===== src/rtl/rrf_pkg.sv =====
package rrf_pkg;
    typedef enum logic [3:0] {
        S_IDLE,
        S_REJECT,
        S_HDR,
        S_FILL,
        S_LEN_A,
        S_LEN_B,
        S_RD_REQ,
        S_RD_WAIT,
        S_DATA,
        S_CK_LO,
        S_CK_HI,
        S_FIN
    } rrf_state_t;

    localparam int unsigned BYTE_W = 8;
endpackage


===== src/rtl/rrf_len_gate.sv =====
module rrf_len_gate #(
    parameter int unsigned LEN_W   = 8,
    parameter int unsigned MAX_LEN = 250
) (
    input  logic [LEN_W-1:0] len_i,
    output logic             ok_o
);
    localparam logic [LEN_W-1:0] LIMIT = LEN_W'(MAX_LEN);

    always_comb begin
        ok_o = (len_i != '0) && (len_i <= LIMIT);
    end
endmodule


===== src/rtl/rrf_addr_seq.sv =====
module rrf_addr_seq #(
    parameter int unsigned ADDR_W = 16,
    parameter int unsigned LEN_W  = 8
) (
    input  logic              clk,
    input  logic              rst_n,
    input  logic              load_i,
    input  logic [ADDR_W-1:0] addr_i,
    input  logic [LEN_W-1:0]  len_i,
    input  logic              step_i,
    output logic [ADDR_W-1:0] addr_o,
    output logic              last_o
);
    localparam logic [LEN_W-1:0] ONE = LEN_W'(1);

    logic [ADDR_W-1:0] addr_q;
    logic [LEN_W-1:0]  left_q;

    always_ff @(posedge clk or negedge rst_n) begin
        if (!rst_n) begin
            addr_q <= '0;
            left_q <= '0;
        end else if (load_i) begin
            addr_q <= addr_i;
            left_q <= len_i;
        end else if (step_i) begin
            addr_q <= addr_q + ADDR_W'(1);
            left_q <= left_q - ONE;
        end
    end

    assign addr_o = addr_q;
    assign last_o = (left_q == ONE);
endmodule


===== src/rtl/rrf_cksum.sv =====
module rrf_cksum #(
    parameter int unsigned BYTE_W = 8
) (
    input  logic              clk,
    input  logic              rst_n,
    input  logic              clear_i,
    input  logic              take_i,
    input  logic [BYTE_W-1:0] byte_i,
    output logic [BYTE_W-1:0] ck_lo_o,
    output logic [BYTE_W-1:0] ck_hi_o
);
    logic [BYTE_W-1:0] acc_odd_q;
    logic [BYTE_W-1:0] acc_even_q;
    logic              even_q;

    always_ff @(posedge clk or negedge rst_n) begin
        if (!rst_n) begin
            acc_odd_q  <= '0;
            acc_even_q <= '0;
            even_q     <= 1'b0;
        end else if (clear_i) begin
            acc_odd_q  <= '0;
            acc_even_q <= '0;
            even_q     <= 1'b0;
        end else if (take_i) begin
            if (even_q) begin
                acc_even_q <= acc_even_q ^ byte_i;
            end else begin
                acc_odd_q  <= acc_odd_q ^ byte_i;
            end
            even_q <= ~even_q;
        end
    end

    assign ck_lo_o = ~acc_odd_q;
    assign ck_hi_o = ~acc_even_q;
endmodule


===== src/rtl/read_frame_tx.sv =====
module read_frame_tx #(
    parameter int unsigned ADDR_W    = 16,
    parameter int unsigned LEN_W     = 8,
    parameter int unsigned MAX_LEN   = 250,
    parameter logic [7:0]  HDR_BYTE  = 8'h80,
    parameter logic [7:0]  FILL_BYTE = 8'h00
) (
    input  logic              clk,
    input  logic              rst_n,
    input  logic              start_i,
    input  logic [ADDR_W-1:0] addr_i,
    input  logic [LEN_W-1:0]  len_i,
    output logic [ADDR_W-1:0] mem_addr_o,
    output logic              mem_rd_o,
    input  logic [7:0]        mem_rdata_i,
    output logic [7:0]        tx_data_o,
    output logic              tx_valid_o,
    input  logic              tx_ready_i,
    output logic              done_o,
    output logic              err_o
);
    import rrf_pkg::*;

    rrf_state_t state_q, state_d;

    logic             len_ok;
    logic             accept;
    logic             fire;
    logic             last;
    logic             sum_take;
    logic [LEN_W-1:0] len_q;
    logic [7:0]       data_q;
    logic [7:0]       ck_lo;
    logic [7:0]       ck_hi;

    rrf_len_gate #(.LEN_W(LEN_W), .MAX_LEN(MAX_LEN)) u_len_gate (
        .len_i (len_i),
        .ok_o  (len_ok)
    );

    assign accept = (state_q == S_IDLE) && start_i && len_ok;
    assign fire   = tx_valid_o && tx_ready_i;

    rrf_addr_seq #(.ADDR_W(ADDR_W), .LEN_W(LEN_W)) u_addr_seq (
        .clk    (clk),
        .rst_n  (rst_n),
        .load_i (accept),
        .addr_i (addr_i),
        .len_i  (len_i),
        .step_i (fire && (state_q == S_DATA)),
        .addr_o (mem_addr_o),
        .last_o (last)
    );

    always_comb begin
        sum_take = 1'b0;
        unique case (state_q)
            S_HDR, S_FILL, S_LEN_A, S_LEN_B, S_DATA: sum_take = fire;
            default:                                 sum_take = 1'b0;
        endcase
    end

    rrf_cksum #(.BYTE_W(BYTE_W)) u_cksum (
        .clk     (clk),
        .rst_n   (rst_n),
        .clear_i (accept),
        .take_i  (sum_take),
        .byte_i  (tx_data_o),
        .ck_lo_o (ck_lo),
        .ck_hi_o (ck_hi)
    );

    // State register
    always_ff @(posedge clk or negedge rst_n) begin
        if (!rst_n) begin
            state_q <= S_IDLE;
        end else begin
            state_q <= state_d;
        end
    end

    // Request and data capture
    always_ff @(posedge clk or negedge rst_n) begin
        if (!rst_n) begin
            len_q  <= '0;
            data_q <= '0;
        end else begin
            if (accept) begin
                len_q <= len_i;
            end
            if (state_q == S_RD_WAIT) begin
                data_q <= mem_rdata_i;
            end
        end
    end

    // Next-state logic
    always_comb begin
        state_d = state_q;
        unique case (state_q)
            S_IDLE: begin
                if (start_i) begin
                    state_d = len_ok ? S_HDR : S_REJECT;
                end
            end
            S_REJECT:  state_d = S_IDLE;
            S_HDR:     if (fire) state_d = S_FILL;
            S_FILL:    if (fire) state_d = S_LEN_A;
            S_LEN_A:   if (fire) state_d = S_LEN_B;
            S_LEN_B:   if (fire) state_d = S_RD_REQ;
            S_RD_REQ:  state_d = S_RD_WAIT;
            S_RD_WAIT: state_d = S_DATA;
            S_DATA: begin
                if (fire) begin
                    state_d = last ? S_CK_LO : S_RD_REQ;
                end
            end
            S_CK_LO:   if (fire) state_d = S_CK_HI;
            S_CK_HI:   if (fire) state_d = S_FIN;
            S_FIN:     state_d = S_IDLE;
            default:   state_d = S_IDLE;
        endcase
    end

    // Outputs
    always_comb begin
        tx_valid_o = 1'b0;
        tx_data_o  = 8'h00;
        mem_rd_o   = 1'b0;
        done_o     = 1'b0;
        err_o      = 1'b0;
        unique case (state_q)
            S_IDLE:    ;
            S_REJECT:  err_o = 1'b1;
            S_HDR: begin
                tx_valid_o = 1'b1;
                tx_data_o  = HDR_BYTE;
            end
            S_FILL: begin
                tx_valid_o = 1'b1;
                tx_data_o  = FILL_BYTE;
            end
            S_LEN_A, S_LEN_B: begin
                tx_valid_o = 1'b1;
                tx_data_o  = 8'(len_q);
            end
            S_RD_REQ:  mem_rd_o = 1'b1;
            S_RD_WAIT: ;
            S_DATA: begin
                tx_valid_o = 1'b1;
                tx_data_o  = data_q;
            end
            S_CK_LO: begin
                tx_valid_o = 1'b1;
                tx_data_o  = ck_lo;
            end
            S_CK_HI: begin
                tx_valid_o = 1'b1;
                tx_data_o  = ck_hi;
            end
            S_FIN:     done_o = 1'b1;
            default:   ;
        endcase
    end
endmodule


===== config.mk =====
export PLATFORM = sky130hd
export DESIGN_NAME = read_frame_tx
export DESIGN_NICKNAME = d
export VERILOG_FILES = /design/src/rtl/rrf_pkg.sv /design/src/rtl/rrf_len_gate.sv /design/src/rtl/rrf_addr_seq.sv /design/src/rtl/rrf_cksum.sv /design/src/rtl/read_frame_tx.sv
export SDC_FILE = /design/constraint.sdc
export NUM_CORES = 1
export LEC_CHECK = 0
export BUFFER_PORTS_ARGS = -buffer_cell sky130_fd_sc_hd__buf_2
export CORE_ASPECT_RATIO = 1.1
export CORE_UTILIZATION = 60
export CTS_BUF_LIST = sky130_fd_sc_hd__clkbuf_8 sky130_fd_sc_hd__clkbuf_16
export CTS_CLUSTER_SIZE = 30
export DETAILED_ROUTE_END_ITERATION = 8
export GPL_ROUTABILITY_DRIVEN = 0
export GPL_TIMING_DRIVEN = 0
export PLACE_DENSITY = 0.85
export SETUP_SLACK_MARGIN = 0.3
export SLEW_MARGIN = 15
export SYNTH_ARGS = -nofsm -noshare
export SYNTH_HDL_FRONTEND = slang
export SYNTH_SLANG_ARGS = --single-unit

===== constraint.sdc =====
create_clock -name clk -period 5.9 [get_ports clk]
set_input_delay 0.59 -clock clk [delete_from_list [all_inputs] [get_ports clk]]
set_output_delay 0.59 -clock clk [all_outputs]
set_load 0.05 [all_outputs]

**Word level (Yosys, flattened, before mapping)**

Cells that the tools add are included.
Widths: inputs -> output; s select.

- $add $sub $neg: 2
- Order comparisons: 1
- Equal/unequal tests: 21
- Muxes and demuxes: 29
- Bitwise operators: 5
- Reduce and logical (&&, ||, !) cells: 16

Operators by type and width:

| cell | number |
|---|---|
| $mux 8 | 8 |
| $pmux 4 s10 | 1 |
| $pmux 8 s5 | 1 |
| $mux 4 | 9 |
| $mux 16 | 2 |
| $ne 2x2->1 const B | 9 |
| $add 16x1->16 const B | 1 |
| $eq 4x3->1 const B | 4 |
| $eq 4x4->1 const B | 4 |
| $not 8->8 | 2 |
| $xor 8x8->8 | 2 |
| $eq 4x2->1 const B | 2 |
| $eq 8x1->1 const B | 1 |
| $le 8x8->1 const B | 1 |
| $reduce_and 8->1 | 1 |
| $reduce_bool 8->1 | 1 |
| $sub 8x1->8 const B | 1 |
| $mux 1 | 7 |
| $reduce_or 7->1 | 1 |
| $reduce_bool 2->1 | 3 |
| $logic_and 1x1->1 | 5 |
| $reduce_or 5->1 | 1 |
| $eq 4x1->1 const B | 1 |
| $logic_not 4->1 | 1 |
| other kinds (4) | 5 |

- Register bits: 61
- Bits of input ports: 36
- Output and inout bits: 28
- Logic and storage cells: 82

**Logic depth before layout (Yosys ltp)**

Gate-level depths: netlist of the first run.

- Depth after elaboration: 7
- Mapped depth: 8
- Mapped depth without buffers: 6

**By module**

Synthesis of the first run repeated with hierarchy kept, for this count alone.

- Cells, all modules: 387
- Area, all modules: 3772.4 sq um

Modules (own cells, without submodules):

| module | times used | cells each | area an instance (sq um) | sequential area each (sq um) |
|---|---|---|---|---|
| read_frame_tx | 1 | 126 | 1350.0 | 500.5 |
| rrf_addr_seq | 1 | 149 | 1343.8 | 600.6 |
| rrf_cksum | 1 | 105 | 1029.7 | 425.4 |
| rrf_len_gate | 1 | 7 | 48.8 | 0.0 |

**Worst setup path after synthesis of the first run**

No wires, ideal clock.

- Path kind: reg2out
- Start point: reg state_q[2]
- End point: out tx_valid_o
- Data arrival time: 2.118 ns
- Data required time: 5.310 ns
- Setup slack: 3.192 ns
- Cell stages (with the launch flop): 5
- Path buffers: 2
- Cells stage by stage: dfrtp_1 -> clkbuf_1 -> clkbuf_1 -> nand2b_1 -> a211oi_1

- Word-level cells in the longest chain between the ends: 3
- Elaborated cells on any way between the ends: 9
- Classes of those cells: eq/ne: 7; mux: 1; reduce/logical: 1

Ends and longest elaborated chain:

| element | line | source |
|---|---|---|
| from (decl) | read_frame_tx.sv:24 | `rrf_state_t state_q, state_d;` |
| from (signal assigned) | read_frame_tx.sv:78 | `state_q <= state_d;` |
| $eq 4x4->1 (tied with other cells) | read_frame_tx.sv:132 | `unique case (state_q)` |
| $reduce_or 7->1 (no line) (*) | - |  |
| $mux 1 (*) | read_frame_tx.sv:132 |  |
| to (decl) | read_frame_tx.sv:17 | `output logic tx_valid_o,` |

Every way passes the cells marked *; elsewhere a longest branch is shown, timed or not.

**Final worst setup path of the first run**

- Start point: reg state_q[2]
- End point: out tx_data_o[6]

- Word-level cells in the longest chain between the ends: 3
- Elaborated cells on any way between the ends: 8
- Classes of those cells: eq/ne: 6; mux: 1; reduce/logical: 1

Ends and longest elaborated chain:

| element | line | source |
|---|---|---|
| $eq 4x3->1 | read_frame_tx.sv:132 |  |
| $reduce_or 2->1 | read_frame_tx.sv:132 |  |
| $pmux 8 s5 (*) | read_frame_tx.sv:132 |  |
| to (decl) | read_frame_tx.sv:16 | `output logic [7:0] tx_data_o,` |

Marked as above.

==> summary.md, run 1 <==
| Metric | Value |
|---|---|
| Status | `finished clean` |
| Post-DP HPWL | `6310 um` |
| # fillers | `415` |
| Core footprint | `5500 sq um` |
| GRT overflow | `0` |
| Initial antenna violation count | `0` |
| Share of the synthesized area in the top cell type | `43.4%` |
| Critical path origin | `state_q[2]$_DFFE_PN0P_` |
| Largest area contributor in the netlist | `dfrtp_1` |
| Clock share of power | `14.7%` |
| Die H | `82.3 um` |
| Internal power | `1260 uW` |
| Register area share after synthesis | `43.4%` |
| Comb pwr share | `54.5%` |
| Slowest-stage cell, CP | `nor2b_1` |
| Sw Pwr | `1320 uW` |
| Total die area | `6170 sq um` |
| Postcts setup bufs | `0` |
| CTS Hold Buffers Added | `0` |
| Number of flops mapped to enable cells by yosys | `0` |
| Final Max Slew Viols | `0` |
| Total GRT Usage | `31.6%` |
| Final setup TNS | `0 ps` |
| Final worst-path cycle share | `53.1%` |
| # DRC | `0` |
| Multi-input logic area | `1870 sq um` |
| Crit path arrival time | `2540 ps` |
| Max Cap Violations | `0` |
| Peak supply drop | `485 uV` |
| Min-delay worst type | `in2async` |
| Synth Cell Area | `3520 sq um` |
| Die width | `75.0 um` |
| Kind of critical path | `reg2out` |
| # setup viols final | `0` |
| CP startpoint kind | `flip-flop` |
| Largest net degree at the start of global routing | `62` |
| Port Buffers | `62` |
| Routed Antenna Nets | `0` |
| Cell Area, Placed | `3930 sq um` |
| Fin area | `4120 sq um` |
| Clk slew on worst S/H paths | `80 ps` |
| DR pass1 iterations | `5` |
| Highest clock rate | `0.319 GHz` |
| Nets@finish | `509` |
| CP required | `5310 ps` |
| Worst slew margin | `49.8%` |
| Synth cell count leaders | `81 x nand2_1, 61 x dfrtp_1, 35 x a21oi_1` |
| Antenna diodes | `0` |
| FF/Latch Area | `1530 sq um` |
| Layout cells sized above 1 | `22.7%` |
| Clk sinks | `61` |
| CP max stage delay | `460 ps` |
| Vias after detailed routing | `3275` |
| Worst path cell trace | `clkbuf_1 > clkbuf_1 > nor2b_1 > o21ai_0 > a21oi_1 > buf_2` |
| Power density cells | `625 nW/um^2` |
| Reg2reg start | `state_q[3]$_DFFE_PN0P_` |
| CP endpoint kind | `output port` |
| Resized cells post-CTS | `0` |
| H-tree levels | `3` |
| Crit path max fanout | `10` |
| Crit path max-delay family | `buffers and inverters` |
| CTS tree | `built` |
| Clock Tree Root | `clkbuf_8` |
| Synth unique cells | `56` |
| Cell with the most instances on the worst path | `clkbuf_1` |
| Latest clock arrival within the worst-skew pair | `350 ps` |
| Post-Syn Instances | `397` |
| RSZ-0062 raised after global routing | `no` |
| Num ports | `64` |
| Post-synth ARST share | `100%` |
| Leakage | `0.00193 uW` |
| First-pass GRT wire length | `14500 um` |
| Syn nets | `436` |
| Per-cell routed wire length | `16.0 um` |
| Net Sw Frac | `51.0%` |
| Critical Path Stages | `6` |
| Period minus WS final | `3130 ps` |
| Most instantiated library cell after synthesis | `nand2_1` |
| Final Non-Filler Cells | `550` |
| Vias in the first global route | `3152` |
| CP Buf/Inv Count | `3` |
| Num CTS Buffers | `9` |
| Std cell rows | `28` |
| Setup Skew | `10.6 ps` |
| Worst-Margin Slew | `753 ps` |
| Synthesized flop and latch total | `61` |
| Synth area leaders | `dfrtp_1 43%, nand2_1 8.6%, a21oi_1 5.0%, mux2i_1 4.6%, o21ai_0 3.1%` |
| Layout area overhead | `17.2%` |
| Starting density of the core | `64.0%` |
| Clock buffer depth | `2` |
| Vias/cell | `5.95` |
| Register share of total power | `30.8%` |
| Worst r2r path cells | `6` |
| Yosys warning total | `0` |
| Final Hold Vio Count | `0` |
| Post-Place Cells | `534` |
| Syn Area/Cell | `8.86 sq um` |
| DR iter-0 viols | `205` |
| DRT Wirelength | `8800 um` |
| Ys flop type | `dfrtp_1` |
layout by cell type (no fill, tap or decap), drive strengths merged, types with 6 or more instances in the layout:
master  Yosys  final
buf        10     72
nand3      15     15
nor2b      16     16
nor2       18     18
clkbuf     13     22
mux2i      16     16
dfrtp      61     61
o21a        7      7
nor3        6      6
o21ai      23     23
nand2      82     82
nand2b      6      6
mux2        8      8
a21oi      35     35
nor4        6      6
xor2        6      6
inv         7      8
kinds of logic (layout without fill, tap and decap cells):
| logic type | count (synthesis) | after routing | synth area share [%] |
|---|---|---|---|
| AND/OR/NAND/NOR | 177 | 177 | 26.1 |
| XOR/XNOR | 9 | 9 | 2.24 |
| multiplexers | 24 | 24 | 7.11 |
| adder cells (fa/ha/maj) | 3 | 3 | 1.07 |
| AO/OA/AOI/OAI | 93 | 93 | 16.5 |
| flip-flops | 61 | 61 | 43.4 |
| buffers and inverters | 30 | 108 | 3.59 |
worst reg2reg max path, cell delays in order, from the launching register on:
cell and delay (ps):
dfrtp_1 430, or3_1 410, a211oi_1 310, nand2_1 290
clkbuf_1 370, o22ai_1 260, a21oi_1 60
per-layer routing:
metal / vias to the layer above / track usage (%) / wire length, um / share of wire [%]
met5: - / 0 / 0 / 0
met4: 0 / 18.3 / 285 / 3.2
met3: 25 / 4.85 / 485 / 5.5
met2: 137 / 55.0 / 4430 / 50
met1: 1559 / 36.7 / 3610 / 41
li1: 1554 / - / - / -
power by group through the flow:
stage	combinational [uW]	sequential (uW)	clock (uW)
after global placement	1350	782	0
after CTS	1400	789	381
after detailed placement	1390	794	0
after global routing	1530	822	399
final	1400	795	378
after floorplan	911	937	0
metrics by stage:
step	hold WS [ps]	worst slack (ps)	power, uW	utilization (%)
2_1_floorplan	294	3190	1850	-
3_3_place_gp	459	3290	2140	71.3
3_5_place_dp	464	3230	2180	71.4
4_1_cts	340	2820	2570	75.0
5_1_grt	382	2590	2750	75.0
6_report	297	2770	2580	75.0
state kept, by name, indices dropped and copies added, names as in the netlist:
| signal | cells |
|---|---|
| u_addr_seq.addr_o | 16 |
| u_cksum.even_q | 1 |
| len_q | 8 |
| u_cksum.acc_even_q | 8 |
| u_cksum.acc_odd_q | 8 |
| state_q | 4 |
| data_q | 8 |
| u_addr_seq.left_q | 8 |
final cells by class:
type,count,share of cell area [%]
Multi-Input combinational cell,306,45.2
Tap cell,75,2.28
Clock buffer,9,3.00
Inverter,7,0.637
Buffer,23,2.43
Timing Repair Buffer,62,7.58
Clock inverter,7,1.82
Sequential cell,61,37.0
path summary, 6_finish.rpt:
path / end / slack, ps
max: tx_data_o[6] / 2770
min: u_addr_seq.left_q[4]$_DFFE_PN0P_ / 300
max reg2reg: u_addr_seq.addr_o[0]$_DFFE_PN0P_ / 3650
min reg2reg: u_cksum.acc_odd_q[3]$_DFFE_PN0P_ / 480
max in group asynchronous: u_cksum.acc_even_q[0]$_DFFE_PN0P_ / 5090
min in group clk: u_addr_seq.addr_o[8]$_DFFE_PN0P_ / 450
Note: power is estimated with default switching activity, not from simulation.
==> inputs of run 2 (changes only) <==
Settings changed: CORE_UTILIZATION 60 to 51, PLACE_DENSITY 0.85 to 0.77.
Clock period 5.9 ns to 2.8 ns, I/O delays scaled along.
==> run 2 against run 1 <==
Against the previous run:
- non-clock buffer count did not move
- clock power is 130% higher
- flip-flop and latch count is the same
- sequential power grew 110%
- hold slack worse by 280 ps
- first-iteration DRC count rose by 6.8%
- final area increased by 1.8%
- setup slack got worse by 2400 ps
- cell count rose by 1.3%
- core utilization decreased by 12 points
- sequential share of layout area fell by 0.65 points
- global-route usage fell by 4.0 points
- largest power group unchanged
- highest routed layer unchanged
==> summary.md, run 2 (synthesis gave the netlist of run 1 again) <==
| Metric | Value |
|---|---|
| Final Hold Vio Count | `0 (unchanged)` |
| Layout cells sized above 1 | `25.1% (was 22.7%)` |
| GRT overflow | `0 (unchanged)` |
| Internal power | `2810 uW (was 1260 uW)` |
| DR pass1 iterations | `5 (unchanged)` |
| FF/Latch Area | `1530 sq um (unchanged)` |
| CP required | `2520 ps (was 5310 ps)` |
| Post-DP HPWL | `6500 um (was 6310 um)` |
| Clock Tree Root | `clkbuf_8 (unchanged)` |
| Power density cells | `1340 nW/um^2 (was 625 nW/um^2)` |
| Resized cells post-CTS | `12 (was 0)` |
| Std cell rows | `31 (was 28)` |
| Hold WS | `14.8 ps (was 297 ps)` |
| Total GRT Usage | `27.6% (was 31.6%)` |
| Worst-Margin Slew | `793 ps (was 753 ps)` |
| Peak supply drop | `721 uV (was 485 uV)` |
| Postcts setup bufs | `0 (unchanged)` |
| Crit path max fanout | `8 (was 10)` |
| Num ports | `64 (unchanged)` |
| Core footprint | `6630 sq um (was 5500 sq um)` |
| CTS Hold Buffers Added | `0 (unchanged)` |
| CP endpoint kind | `output port (unchanged)` |
| Min-delay worst type | `in2async (unchanged)` |
| Comb pwr share | `54.7% (was 54.5%)` |
| Commonest non-fill, non-tap cell in the layout | `nand2_1 (unchanged)` |
| H-tree levels | `3 (unchanged)` |
| Latest clock arrival within the worst-skew pair | `350 ps (about the same)` |
| Setup Skew | `8.84 ps (was 10.6 ps)` |
| Final setup TNS | `0 ps (unchanged)` |
| Clock buffer depth | `2 (unchanged)` |
| Vias/cell | `5.88 (was 5.95)` |
| Sw Pwr | `2800 uW (was 1320 uW)` |
| Total die area | `7240 sq um (was 6170 sq um)` |
| DR iter-0 viols | `219 (was 205)` |
| Max Cap Violations | `0 (unchanged)` |
| Register share of total power | `29.8% (was 30.8%)` |
| Per-cell routed wire length | `16.7 um (was 16.0 um)` |
| First-pass GRT wire length | `14900 um (was 14500 um)` |
| Largest net degree at the start of global routing | `62 (unchanged)` |
| Clk slew on worst S/H paths | `70 ps (was 80 ps)` |
| Final Max Slew Viols | `0 (unchanged)` |
| RSZ-0062 raised after global routing | `yes (was no)` |
| CP startpoint kind | `flip-flop (unchanged)` |
| Nets@finish | `509 (unchanged)` |
| Most frequent cells in the layout | `81 x nand2_1, 63 x buf_2, 61 x dfrtp_1, 30 x a21oi_1, 22 x o21ai_0 (was 81 x nand2_1, 69 x buf_2, 61 x dfrtp_1, 35 x a21oi_1, 22 x o21ai_0)` |
| Num CTS Buffers | `9 (unchanged)` |
| # setup viols final | `0 (unchanged)` |
| CTS tree | `built (unchanged)` |
| Leakage | `0.00197 uW (was 0.00193 uW)` |
| Initial antenna violation count | `0 (unchanged)` |
| Status | `finished clean (unchanged)` |
| Multi-input logic area | `1890 sq um (was 1870 sq um)` |
| Worst slew margin | `47.1% (was 49.8%)` |
| DRT Wirelength | `9280 um (was 8800 um)` |
| Net Sw Frac | `49.9% (was 51.0%)` |
| Die H | `89.1 um (was 82.3 um)` |
| Clk sinks | `61 (unchanged)` |
| Period minus WS final | `2460 ps` |
| Final worst-path cycle share | `87.7%` |
| Vias in the first global route | `3105 (was 3152)` |
| Crit path arrival time | `2180 ps (was 2540 ps)` |
| Antenna diodes | `0 (unchanged)` |
| Kind of critical path | `reg2out (unchanged)` |
| Routed Antenna Nets | `0 (unchanged)` |
| Largest register FFs | `16 (unchanged)` |
| # DRC | `0 (unchanged)` |
| Vias after detailed routing | `3273 (was 3275)` |
| Highest clock rate | `0.407 GHz` |
| Reg2Reg Setup Slack | `500 ps (was 3650 ps)` |
| Starting density of the core | `53.0% (was 64.0%)` |
| Port Buffers | `62 (unchanged)` |
| # fillers | `571 (was 415)` |
| Worst r2r path cells | `6 (unchanged)` |
| Layout area overhead | `19.3% (was 17.2%)` |
| Die width | `81.2 um (was 75.0 um)` |
| Clock share of power | `15.5% (was 14.7%)` |
## run 2: changes by cell type in the layout (fill, tap and decap cells not counted), sizes merged
cell / delta
inv: -1
clkinv: +1
clkinvlp: -1
bufinv: +1
## run 2: worst paths after layout
check | endpoint | start
min | u_addr_seq.addr_o[2]$_DFFE_PN0P_ | rst_n
min reg2reg | u_cksum.acc_even_q[4]$_DFFE_PN0P_ | u_cksum.acc_even_q[4]$_DFFE_PN0P_
max in group asynchronous | u_cksum.acc_even_q[3]$_DFFE_PN0P_ | rst_n
min in group clk | u_addr_seq.addr_o[8]$_DFFE_PN0P_ | addr_i[8]
max | tx_data_o[0] | state_q[0]$_DFFE_PN0P_
max reg2reg | u_addr_seq.addr_o[0]$_DFFE_PN0P_ | state_q[3]$_DFFE_PN0P_
## run 2: per-layer routing
layer	GRT usage (%)	routed length [um]	vias to the layer above
met5	0	0	-
met4	13.1	221	0
met3	3.98	559	19
met2	48.8	4540	135
met1	33.1	3950	1571
li1	-	-	1548
## run 2: power groups by stage
stage / Clock [uW] / Combinational, uW / Sequential (uW)
after global routing: 916 / 3340 / 1730
after detailed placement: 0 / 2930 / 1680
final: 872 / 3070 / 1670
after global placement: 0 / 2870 / 1650
after CTS: 875 / 3020 / 1660
after floorplan: 0 / 1920 / 1970
## run 2: area by class of cell
class / instances / area share (%)
multi-input combinational: 306 / 45.1
timing repair buffer: 62 / 7.87
clock buffer: 9 / 2.95
buffer: 23 / 2.53
tap: 82 / 2.44
sequential: 61 / 36.4
inverter: 7 / 0.626
clock inverter: 7 / 2.15
## run 2: through the flow
stage | utilization (%) | total power (uW) | area, sq um | std cells | setup WS (ps)
after floorplan | - | 3890 | 3520 | 397 | 329
after global placement | 59.3 | 4520 | 3930 | 541 | 446
after detailed placement | 59.3 | 4610 | 3930 | 541 | 401
after CTS | 63.0 | 5560 | 4180 | 557 | 285
after global routing | 63.3 | 5980 | 4200 | 557 | 294
final | 63.3 | 5620 | 4200 | 557 | 343
## run 2: worst max-delay path, stage by stage (launching register included)
cell	delay [ps]
dfrtp_1	430
or3b_2	480
clkbuf_2	210
o21a_1	210
a21oi_1	240
buf_4	260
